## config.mk

```make
export PLATFORM = sky130hd
export DESIGN_NAME = strided_copier
export DESIGN_NICKNAME = d
export VERILOG_FILES = /design/src/rtl/scopy_pkg.sv /design/src/rtl/scopy_cfg_check.sv /design/src/rtl/scopy_lane_walker.sv /design/src/rtl/strided_copier.sv
export SDC_FILE = /design/constraint.sdc
export NUM_CORES = 1
export LEC_CHECK = 0
export CAP_MARGIN = 20
export CELL_PAD_IN_SITES_DETAIL_PLACEMENT = 1
export CELL_PAD_IN_SITES_GLOBAL_PLACEMENT = 2
export CORE_ASPECT_RATIO = 1.5
export CORE_MARGIN = 1
export CORE_UTILIZATION = 24
export CTS_CLUSTER_DIAMETER = 100
export DETAILED_ROUTE_END_ITERATION = 8
export HOLD_SLACK_MARGIN = 0.1
export PLACE_DENSITY = 0.84
export SLEW_MARGIN = 30
export SYNTH_ARGS = -nofsm -noshare
export SYNTH_HDL_FRONTEND = slang
export SYNTH_SLANG_ARGS = --single-unit
```

## constraint.sdc

```tcl
create_clock -name clk -period 3.6 [get_ports clk]
set_clock_uncertainty 0.15 [all_clocks]
set_input_delay 0.54 -clock clk [delete_from_list [all_inputs] [get_ports clk]]
set_output_delay 0.54 -clock clk [all_outputs]
set_load 0.005 [all_outputs]
```

## src/rtl/scopy_pkg.sv

```systemverilog
package scopy_pkg;
  localparam int BEAT_BYTES = 16;
  localparam int BEAT_SHIFT = 4;
  localparam int NUM_LANES  = 2;
  localparam int LANE_SRC   = 0;
  localparam int LANE_DST   = 1;

  typedef enum logic {
    CS_IDLE = 1'b0,
    CS_RUN  = 1'b1
  } copy_state_e;
endpackage

```

## src/rtl/scopy_cfg_check.sv

```systemverilog
module scopy_cfg_check
  import scopy_pkg::*;
#(
  parameter int          ADDR_W   = 32,
  parameter int          LINE_W   = 8,
  parameter int          SIZE_W   = 20,
  parameter logic [31:0] VALID_LO = 32'h0000_1000,
  parameter logic [31:0] VALID_HI = 32'h0FFF_FFF0
) (
  input  logic [ADDR_W-1:0] src_base,
  input  logic [ADDR_W-1:0] dst_base,
  input  logic [LINE_W-1:0] src_line,
  input  logic [LINE_W-1:0] dst_line,
  input  logic [SIZE_W-1:0] xfer_bytes,
  output logic              cfg_ok
);
  localparam logic [ADDR_W-1:0] LO = ADDR_W'(VALID_LO);
  localparam logic [ADDR_W-1:0] HI = ADDR_W'(VALID_HI);

  logic src_in_win, dst_in_win, lines_ok, size_ok;

  assign src_in_win = (src_base >= LO) && (src_base <= HI);
  assign dst_in_win = (dst_base >= LO) && (dst_base <= HI);
  assign lines_ok   = (src_line != '0) && (dst_line != '0);
  assign size_ok    = (xfer_bytes >= SIZE_W'(BEAT_BYTES));
  assign cfg_ok     = src_in_win && dst_in_win && lines_ok && size_ok;
endmodule

```

## src/rtl/scopy_lane_walker.sv

```systemverilog
module scopy_lane_walker
  import scopy_pkg::*;
#(
  parameter int ADDR_W = 32,
  parameter int LINE_W = 8
) (
  input  logic              clk,
  input  logic              rst_n,
  input  logic              load,
  input  logic              step,
  input  logic [ADDR_W-1:0] base,
  input  logic [LINE_W-1:0] line,
  input  logic [LINE_W-1:0] gap,
  output logic [ADDR_W-1:0] ptr
);
  localparam logic [ADDR_W-1:0] STEP_BYTES = ADDR_W'(BEAT_BYTES);

  logic [LINE_W-1:0] line_q, gap_q, left_q;
  logic [ADDR_W-1:0] gap_bytes;
  logic              line_end;

  assign line_end  = (left_q == LINE_W'(1));
  assign gap_bytes = ADDR_W'(gap_q) << BEAT_SHIFT;

  always_ff @(posedge clk or negedge rst_n) begin
    if (!rst_n) begin
      ptr    <= '0;
      line_q <= '0;
      gap_q  <= '0;
      left_q <= '0;
    end else if (load) begin
      ptr    <= base;
      line_q <= line;
      gap_q  <= gap;
      left_q <= line;
    end else if (step) begin
      if (line_end) begin
        left_q <= line_q;
        ptr    <= ptr + STEP_BYTES + gap_bytes;
      end else begin
        left_q <= left_q - LINE_W'(1);
        ptr    <= ptr + STEP_BYTES;
      end
    end
  end

  // a side only steps while its current line still holds beats
  p_line_nonempty_r4: assert property (@(posedge clk) disable iff (!rst_n)
    step |-> (left_q != '0));
endmodule

```

## src/rtl/strided_copier.sv

```systemverilog
module strided_copier
  import scopy_pkg::*;
#(
  parameter int          ADDR_W   = 32,
  parameter int          DATA_W   = 128,
  parameter int          LINE_W   = 8,
  parameter int          SIZE_W   = 20,
  parameter logic [31:0] VALID_LO = 32'h0000_1000,
  parameter logic [31:0] VALID_HI = 32'h0FFF_FFF0
) (
  input  logic              clk,
  input  logic              rst_n,
  input  logic              start,
  input  logic [ADDR_W-1:0] src_base,
  input  logic [ADDR_W-1:0] dst_base,
  input  logic [LINE_W-1:0] src_line,
  input  logic [LINE_W-1:0] src_gap,
  input  logic [LINE_W-1:0] dst_line,
  input  logic [LINE_W-1:0] dst_gap,
  input  logic [SIZE_W-1:0] xfer_bytes,
  output logic              busy,
  output logic              done,
  output logic              rejected,
  output logic              rd_en,
  output logic [ADDR_W-1:0] rd_addr,
  input  logic [DATA_W-1:0] rd_data,
  output logic              wr_valid,
  input  logic              wr_ready,
  output logic [ADDR_W-1:0] wr_addr,
  output logic [DATA_W-1:0] wr_data
);
  localparam int BEATS_W = SIZE_W - BEAT_SHIFT;

  copy_state_e        st;
  logic [BEATS_W-1:0] beats_left;
  logic               cfg_ok, launch, step, last_beat;

  logic [ADDR_W-1:0] lane_base [NUM_LANES];
  logic [LINE_W-1:0] lane_line [NUM_LANES];
  logic [LINE_W-1:0] lane_gap  [NUM_LANES];
  logic [ADDR_W-1:0] lane_ptr  [NUM_LANES];

  scopy_cfg_check #(
    .ADDR_W(ADDR_W), .LINE_W(LINE_W), .SIZE_W(SIZE_W),
    .VALID_LO(VALID_LO), .VALID_HI(VALID_HI)
  ) u_check (
    .src_base  (src_base),
    .dst_base  (dst_base),
    .src_line  (src_line),
    .dst_line  (dst_line),
    .xfer_bytes(xfer_bytes),
    .cfg_ok    (cfg_ok)
  );

  assign lane_base[LANE_SRC] = src_base;
  assign lane_base[LANE_DST] = dst_base;
  assign lane_line[LANE_SRC] = src_line;
  assign lane_line[LANE_DST] = dst_line;
  assign lane_gap[LANE_SRC]  = src_gap;
  assign lane_gap[LANE_DST]  = dst_gap;

  assign launch    = (st == CS_IDLE) && start && cfg_ok;
  assign step      = (st == CS_RUN) && wr_ready;
  assign last_beat = (beats_left == BEATS_W'(1));

  for (genvar g = 0; g < NUM_LANES; g++) begin : g_lane
    scopy_lane_walker #(.ADDR_W(ADDR_W), .LINE_W(LINE_W)) u_walk (
      .clk  (clk),
      .rst_n(rst_n),
      .load (launch),
      .step (step),
      .base (lane_base[g]),
      .line (lane_line[g]),
      .gap  (lane_gap[g]),
      .ptr  (lane_ptr[g])
    );
  end

  always_ff @(posedge clk or negedge rst_n) begin
    if (!rst_n) begin
      st         <= CS_IDLE;
      beats_left <= '0;
      done       <= 1'b0;
      rejected   <= 1'b0;
    end else begin
      done     <= 1'b0;
      rejected <= 1'b0;
      unique case (st)
        CS_IDLE: begin
          if (start) begin
            if (cfg_ok) begin
              st         <= CS_RUN;
              beats_left <= xfer_bytes[SIZE_W-1:BEAT_SHIFT];
            end else begin
              rejected <= 1'b1;
            end
          end
        end
        CS_RUN: begin
          if (step) begin
            if (last_beat) begin
              st         <= CS_IDLE;
              done       <= 1'b1;
              beats_left <= '0;
            end else begin
              beats_left <= beats_left - BEATS_W'(1);
            end
          end
        end
        default: st <= CS_IDLE;
      endcase
    end
  end

  assign busy     = (st == CS_RUN);
  assign rd_en    = busy;
  assign wr_valid = busy;
  assign rd_addr  = lane_ptr[LANE_SRC];
  assign wr_addr  = lane_ptr[LANE_DST];
  assign wr_data  = rd_data;

  // a stalled beat keeps its addresses and stays offered
  p_stall_hold_r8: assert property (@(posedge clk) disable iff (!rst_n)
    (wr_valid && !wr_ready) |=> (wr_valid && $stable(wr_addr) && $stable(rd_addr)));
  // completion is a single-cycle pulse
  p_done_pulse_r6: assert property (@(posedge clk) disable iff (!rst_n)
    done |=> !done);
  // completion finds the engine idle
  p_done_idle_r6: assert property (@(posedge clk) disable iff (!rst_n)
    done |-> !busy);
  // a refusal never comes with a beat
  p_reject_quiet_r1: assert property (@(posedge clk) disable iff (!rst_n)
    rejected |-> (!wr_valid && !busy));
  // busy rises only after a request
  p_busy_cause_r2: assert property (@(posedge clk) disable iff (!rst_n)
    $rose(busy) |-> $past(start));
endmodule

```

# Yosys cells after proc, flatten, opt, wreduce, memory -nomap -nowiden
# Cells that the tools add are included.
totals:
  register_bits: 131
  output_inout_bits: 197
  word_cells: 72
classes:
  add_sub_neg: 7
  order_cmp: 5
  n_eq_ne: 6
  n_mux: 28
  bitwise_logic: 1
  reduce_logical: 13
ops:
  columns: ["operator", "n"]
  rows:
  - ["2-to-1 mux 32 bit", 6]
  - ["adder 32 x 12 -> 32 bit", 2]
  - ["adder 32 x 5 -> 32 bit, second input constant", 2]
  - [">= comparator 32 x 13 -> 1 bit, second input constant", 2]
  - ["less-or-equal comparator 32 x 28 -> 1 bit, second input constant", 2]
  - ["2-to-1 mux 16 bit", 4]
  - ["2-to-1 mux 8 bit", 6]
  - ["one-hot mux 16 bit (2 select lines)", 1]
  - [">= comparator 20 x 5 -> 1 bit, second input constant", 1]
  - ["== test 16 x 1 -> 1 bit, second input constant", 1]
  - ["== test 8 x 1 -> 1 bit, second input constant", 2]
  - ["nonzero test 8 bit", 2]
  - ["subtractor 16 x 1 -> 16 bit, second input constant", 1]
  - ["subtractor 8 x 1 -> 8 bit, second input constant", 2]
  - ["2-to-1 mux 1 bit", 10]
  - ["logical AND 1 bit", 9]
  - ["!= test 2 bit, second input constant", 2]
  - ["AND reduction 3 bit", 1]
  - ["!= test 2 x 1 -> 1 bit, second input constant", 1]
  - ["one-hot mux 1 bit (2 select lines)", 1]
  - ["nonzero test 2 bit", 1]
  - ["inverter 1 bit", 1]

# Longest topological paths before layout
depth:
  ltp_word: 8
  ltp_mapped: 14
  depth_no_buf: 13

# Cells and area by module
# A second synthesis with hierarchy kept.
unflattened:
  hier_cells: 1252
  hier_area_um2: 10560.1
modules_own_cells:
  columns: ["module", "instances", "cells_per_inst", "area_each_um2"]
  rows:
  - ["scopy_lane_walker (g_lane[1].u_walk)", 1, 471, 4092.7]
  - ["scopy_lane_walker (g_lane[0].u_walk)", 1, 481, 4045.1]
  - ["strided_copier", 1, 256, 2124.5]
  - ["scopy_cfg_check", 1, 44, 297.8]

# Worst setup path before layout
# OpenSTA, ideal clock, no wires.
synth_path:
  kind: "register to register"
  from: "register g_lane[0].u_walk.ptr[4]"
  to: "register g_lane[0].u_walk.ptr[19]"
  setup_ns: 0.126
  t_arrival_ns: 2.953
  slack_ns: 0.371
  stages_incl_launch_ff: 14
  path_buffers: 1
  period_less_slack_ns: 3.229
  path_cell_list: "dfrtp_1 -> ha_1 -> buf_2 -> nand3_1 -> xnor2_1 -> ha_1 -> o21ai_0 -> inv_1 -> a2111oi_0 -> o21ba_2 -> nor3_1 -> a22o_1 -> nor3b_1 -> a221o_1"
synth_between:
  elab_chain_len: 5
synth_lines:
  columns: ["element", "line", "rtl"]
  rows:
  - ["start, declared", "scopy_lane_walker.sv:14", "output logic [ADDR_W-1:0] ptr"]
  - ["start signal, assigned", "scopy_lane_walker.sv:32", "ptr <= base;"]
  - ["start signal, assigned", "scopy_lane_walker.sv:39", "ptr <= ptr + STEP_BYTES + gap_bytes;"]
  - ["start signal, assigned", "scopy_lane_walker.sv:42", "ptr <= ptr + STEP_BYTES;"]
  - ["adder 32 x 5 -> 32 bit (*)", "scopy_lane_walker.sv:39, scopy_lane_walker.sv:42", null]
  - ["adder 32 x 12 -> 32 bit", "scopy_lane_walker.sv:39", null]
  - ["2-to-1 mux 32 bit (*)", "scopy_lane_walker.sv:37", "if (line_end) begin"]
  - ["2-to-1 mux 32 bit (*)", "scopy_lane_walker.sv:36", "end else if (step) begin"]
  - ["2-to-1 mux 32 bit (*)", "scopy_lane_walker.sv:31", "end else if (load) begin"]
# Mark *: on every way between the ends. The rest lies on a longest branch, timed or not. The select of a mux whose other input is x is not followed.
# A chain may end at the register's enable or synchronous reset.

# Worst setup path in the final report
layout_path:
  from: "input port dst_base[21]"
  to: "register g_lane[1].u_walk.ptr[10]"
layout_between:
  elab_chain_len: 7
  word_cells_on_any_way: 9
  cone_classes: "order compare (2); mux (1); reduce/logical (6)"
layout_lines:
  columns: ["element", "line", "rtl"]
  rows:
  - ["start, declared", "strided_copier.sv:15", "input logic [ADDR_W-1:0] dst_base,"]
  - [">= comparator 32 x 13 -> 1 bit / less-or-equal comparator 32 x 28 -> 1 bit (equally long branches)", "scopy_cfg_check.sv:23", "assign dst_in_win = (dst_base >= LO) && (dst_base <= HI);"]
  - ["logical AND 1 bit (*)", "scopy_cfg_check.sv:23", null]
  - ["logical AND 1 bit (*) (3 in series)", "scopy_cfg_check.sv:26", "assign cfg_ok = src_in_win && dst_in_win && lines_ok && size_ok;"]
  - ["logical AND 1 bit (*)", "strided_copier.sv:62", "assign launch = (st == CS_IDLE) && start && cfg_ok;"]
  - ["2-to-1 mux 32 bit / nonzero test 2 bit (equally long branches)", null, null]
  - ["end signal, assigned", "scopy_lane_walker.sv:32", null]
  - ["end signal, assigned", "scopy_lane_walker.sv:39", null]
  - ["end signal, assigned", "scopy_lane_walker.sv:42", null]
  - ["end, declared", "scopy_lane_walker.sv:14", null]
# Mark *: on every way between the ends. The rest lies on a longest branch, timed or not.

==> impl_results.md <==
- Status: finished clean
- YS warnings: 0
- Fin crit share: 96.4%
- FP Rows: 93
- CP max stage cell: nor4_1
- Clk_lat worst skew: 0.46 ns
- # setup viols final: 0
- Clock-pin slew on the worst setup and hold paths: 0.06 ns
- Power Density: 527 mW/mm^2
- Pint: 0.00425 W
- Bufs and invs on worst path: 2
- Lkg Pwr: 5.35 nW
- Final nets: 1613
- Inst Count DP: 1884
- Critical path origin: dst_base[21]
- Ranking of synthesized cells by area: dfrtp_1 (31%), buf_4 (9.7%), nand2_1 (3.6%)
- Vert. Die Dim: 257 um
- Post-Layout Cell Count: 1920
- Mux share of post-synthesis cell area: 4.07%
- Min Tclk post-route: 3.47 ns
- H-tree Lvls: 4
- Synth Area in Simple Gates: 22.3%
- Worst reg2reg endpoint: g_lane[1].u_walk.ptr[13]$_DFFE_PN0P_
- Core area: 0.0429 mm^2
- Hold WC Path Type: reg -> reg
- Final Util: 31.1%
- Main combinational cell family by area after synthesis: simple AND/OR/NAND/NOR gates
- Routed WL per cell: 22.1 um
- Crit path max fanout: 22
- Max_cap viols: 0
- Port bufs: 184
- Clk root buf: clkbuf_16
- GRT overflow: 0
- Worst path max stage delay: 0.68 ns
- Max VDD drop: 0.000289 V
- Iteration-0 DRC Markers: 487
- GP Congestion: 0.895
- Die width: 172 um
- Clk pwr share: 26.6%
- Crit path cell chain: clkdlybuf4s50_1, nand4_1, or4_1, nor4_1, nor4_4, and2_4, buf_4, a22oi_1, o21ai_0
- Worst R2R Setup Slack: 0.19 ns
- Final WL: 42400 um
- First-pass GRT wire length: 65000 um
- Synthesized area per cell: 8.52 um^2
- Syn nets: 1502
- Worst r2r path cells: 11
- Full die area: 0.0444 mm^2
- Critical Path End Type: register
- Dominant cell by count in the synthesized netlist: buf_4
- Worst r2r src: g_lane[1].u_walk.ptr[4]$_DFFE_PN0P_
- TritonCTS clock tree: yes
- # IOs: 445
- Switch share: 39.7%
- CP Class: in -> reg
- Unrepaired setup endpoints after global routing: true
- Highest clock rate: 288 MHz
- Dpl ws: -0.351 ns
- CP endpoint: g_lane[1].u_walk.ptr[10]$_DFFE_PN0P_
- Initial antenna violation count: 0
- Worst Slack Setup Final: 0.131 ns
- Post-synthesis sequential area ratio: 31.4%
- Design Area, Final: 0.0134 mm^2
- NetSw: 0.00280 W
- DP HPWL: 32800 um
- Slew HR: 51.7%
- DRC: 0
- Number of hold violations in the final report: 0
- Final count of pins violating max slew: 0
- Crit path launch type: primary input
- Commonest cells post-synth: buf_4 (135), dfrtp_1 (131), nand2_1 (100)
- Largest net degree at the start of global routing: 67
- Adder-cell share of the synthesized area: 3.50%
- Vias per cell: 5.32
- Netlist area before placement: 0.0104 mm^2
- Number of synthesized flops with an enable pin: 0
- Gr usage total: 19.4%
- Max clock buf depth: 2
- Post-synthesis cell count: 1226
- Via count: 10200
- Dominant synthesized flop cell: dfrtp_1
- Final ANT Viol Nets: 0
- Seq cells post-synth: 131
- Flop pwr share: 31.2%
- Vias in the first global route: 11100
- Yosys top cell by area: dfrtp_1
- Placed inst area: 0.0127 mm^2
- Drt pass-1 iters: 5
- Share of the synthesized area in the top cell type: 31.4%
- CP arrival: 3.64 ns
- Antenna Cells: 0
- Async SR Flop Fraction: 100%
- Critical Path RT: 3.77 ns
- Layout cells sized above 1: 16.0%
- Clock Sinks: 131
- Worst path depth: 9
- CTS buffer count: 17
- Synth cell types: 87
- P&R area growth vs syn: 28.1%
- Compound-Gate Fraction of Synth Area: 21.9%
- Total power draw: 0.00704 W
- Initial Utilization: 24.3%
- Synth Area in XOR/XNOR: 3.52%
- Slew @ Worst Pin: 0.718 ns
- Gate power share: 42.2%
- Delay-heaviest family, CP: simple AND/OR/NAND/NOR gates
-- flip-flops by register name, summed over array words and instances, names as in the netlist --
signal	count
g_lane.u_walk.line_q	16
done	1
g_lane.u_walk.left_q	16
rejected	1
g_lane.u_walk.gap_q	16
g_lane.u_walk.ptr	64
busy	1
beats_left	16
-- logic make-up after synthesis --
family                   after synthesis
adder cells (fa/ha/maj)               28
AO/OA/AOI/OAI                        333
multiplexers                          38
XOR/XNOR                              42
buffers and inverters                227
flip-flops                           131
AND/OR/NAND/NOR                      427
-- worst min-delay path by stage --
stage	slack, ns	start	endpoint	depth (start not counted)
5_1_grt	0.33	g_lane[1].u_walk.line_q[2]$_DFFE_PN0P_	g_lane[1].u_walk.line_q[2]$_DFFE_PN0P_	2
3_3_place_gp	0.31	rst_n	g_lane[0].u_walk.ptr[25]$_DFFE_PN0P_	1
6_report	0.33	g_lane[1].u_walk.line_q[2]$_DFFE_PN0P_	g_lane[1].u_walk.line_q[2]$_DFFE_PN0P_	2
3_5_place_dp	0.31	rst_n	g_lane[0].u_walk.ptr[25]$_DFFE_PN0P_	1
4_1_cts	0.33	g_lane[1].u_walk.line_q[2]$_DFFE_PN0P_	g_lane[1].u_walk.line_q[2]$_DFFE_PN0P_	2
2_1_floorplan	0.09	rst_n	beats_left[0]$_DFFE_PN0P_	0
-- metrics by stage --
step	hold WS [ns]	setup TNS, ns
4_1_cts	0.331	0
2_1_floorplan	0.0944	0
3_3_place_gp	0.310	-50.92
6_report	0.327	0
3_5_place_dp	0.313	-22.66
5_1_grt	0.334	-0.00955
-- worst register-to-register path, cell delays in order (launching register included) --
cell and delay, ns:
dfrtp_1 0.42, ha_1 0.34, ha_1 0.31, a211oi_1 0.33, o21ai_0 0.22, a2111oi_1 0.47
buf_4 0.20, nor3_1 0.06, a21oi_1 0.15, a31oi_1 0.12, and3_1 0.23, or3_1 0.29
-- routing by layer --
layer,global-route usage [%],vias to the layer above,wire [um]
met2,35.0,282,22300
met3,3.09,205,1770
met5,0,-,0
li1,-,4643,-
met4,15.1,0,3190
met1,19.6,5084,15200
-- power groups by stage --
stage                     logic (W)  clock network (W)  registers, W
final                       0.00297            0.00187       0.00220
after global placement      0.00282                  0       0.00219
after detailed placement    0.00294                  0       0.00221
after global routing        0.00330            0.00198       0.00225
after floorplan             0.00180                  0       0.00208
after CTS                   0.00295            0.00193       0.00219
-- cell type report --
type	count	area (um^2)
well taps	570	713
inverters	30	113
multi-input cells	868	5860
fillers	4998	29600
repair buffers	289	2800
clock inverters	14	178
flip-flops and latches	131	3280
clock buffers	18	429
-- placed cells by master (no fill, tap or decap), types with 33 or more instances in the layout --
master           count
a21oi_1             68
nand3_1             38
buf_4               91
dfrtp_1            130
o21ai_0             72
nand2_1             98
clkdlybuf4s50_1    183
nor2_1              75
mux2_2              33
-- what timing repair did --
action / in CTS / in global routing
gates cloned: 0 / 0
pin swaps: 1 / 2
gates resized for setup: 1 / 17
hold buffers: 1 / 0
buffers inserted: 1 / 2
endpoints found under the hold margin: 29 / 0
setup endpoints to repair: 5 / 24
Power figures use the tool's default switching activity.
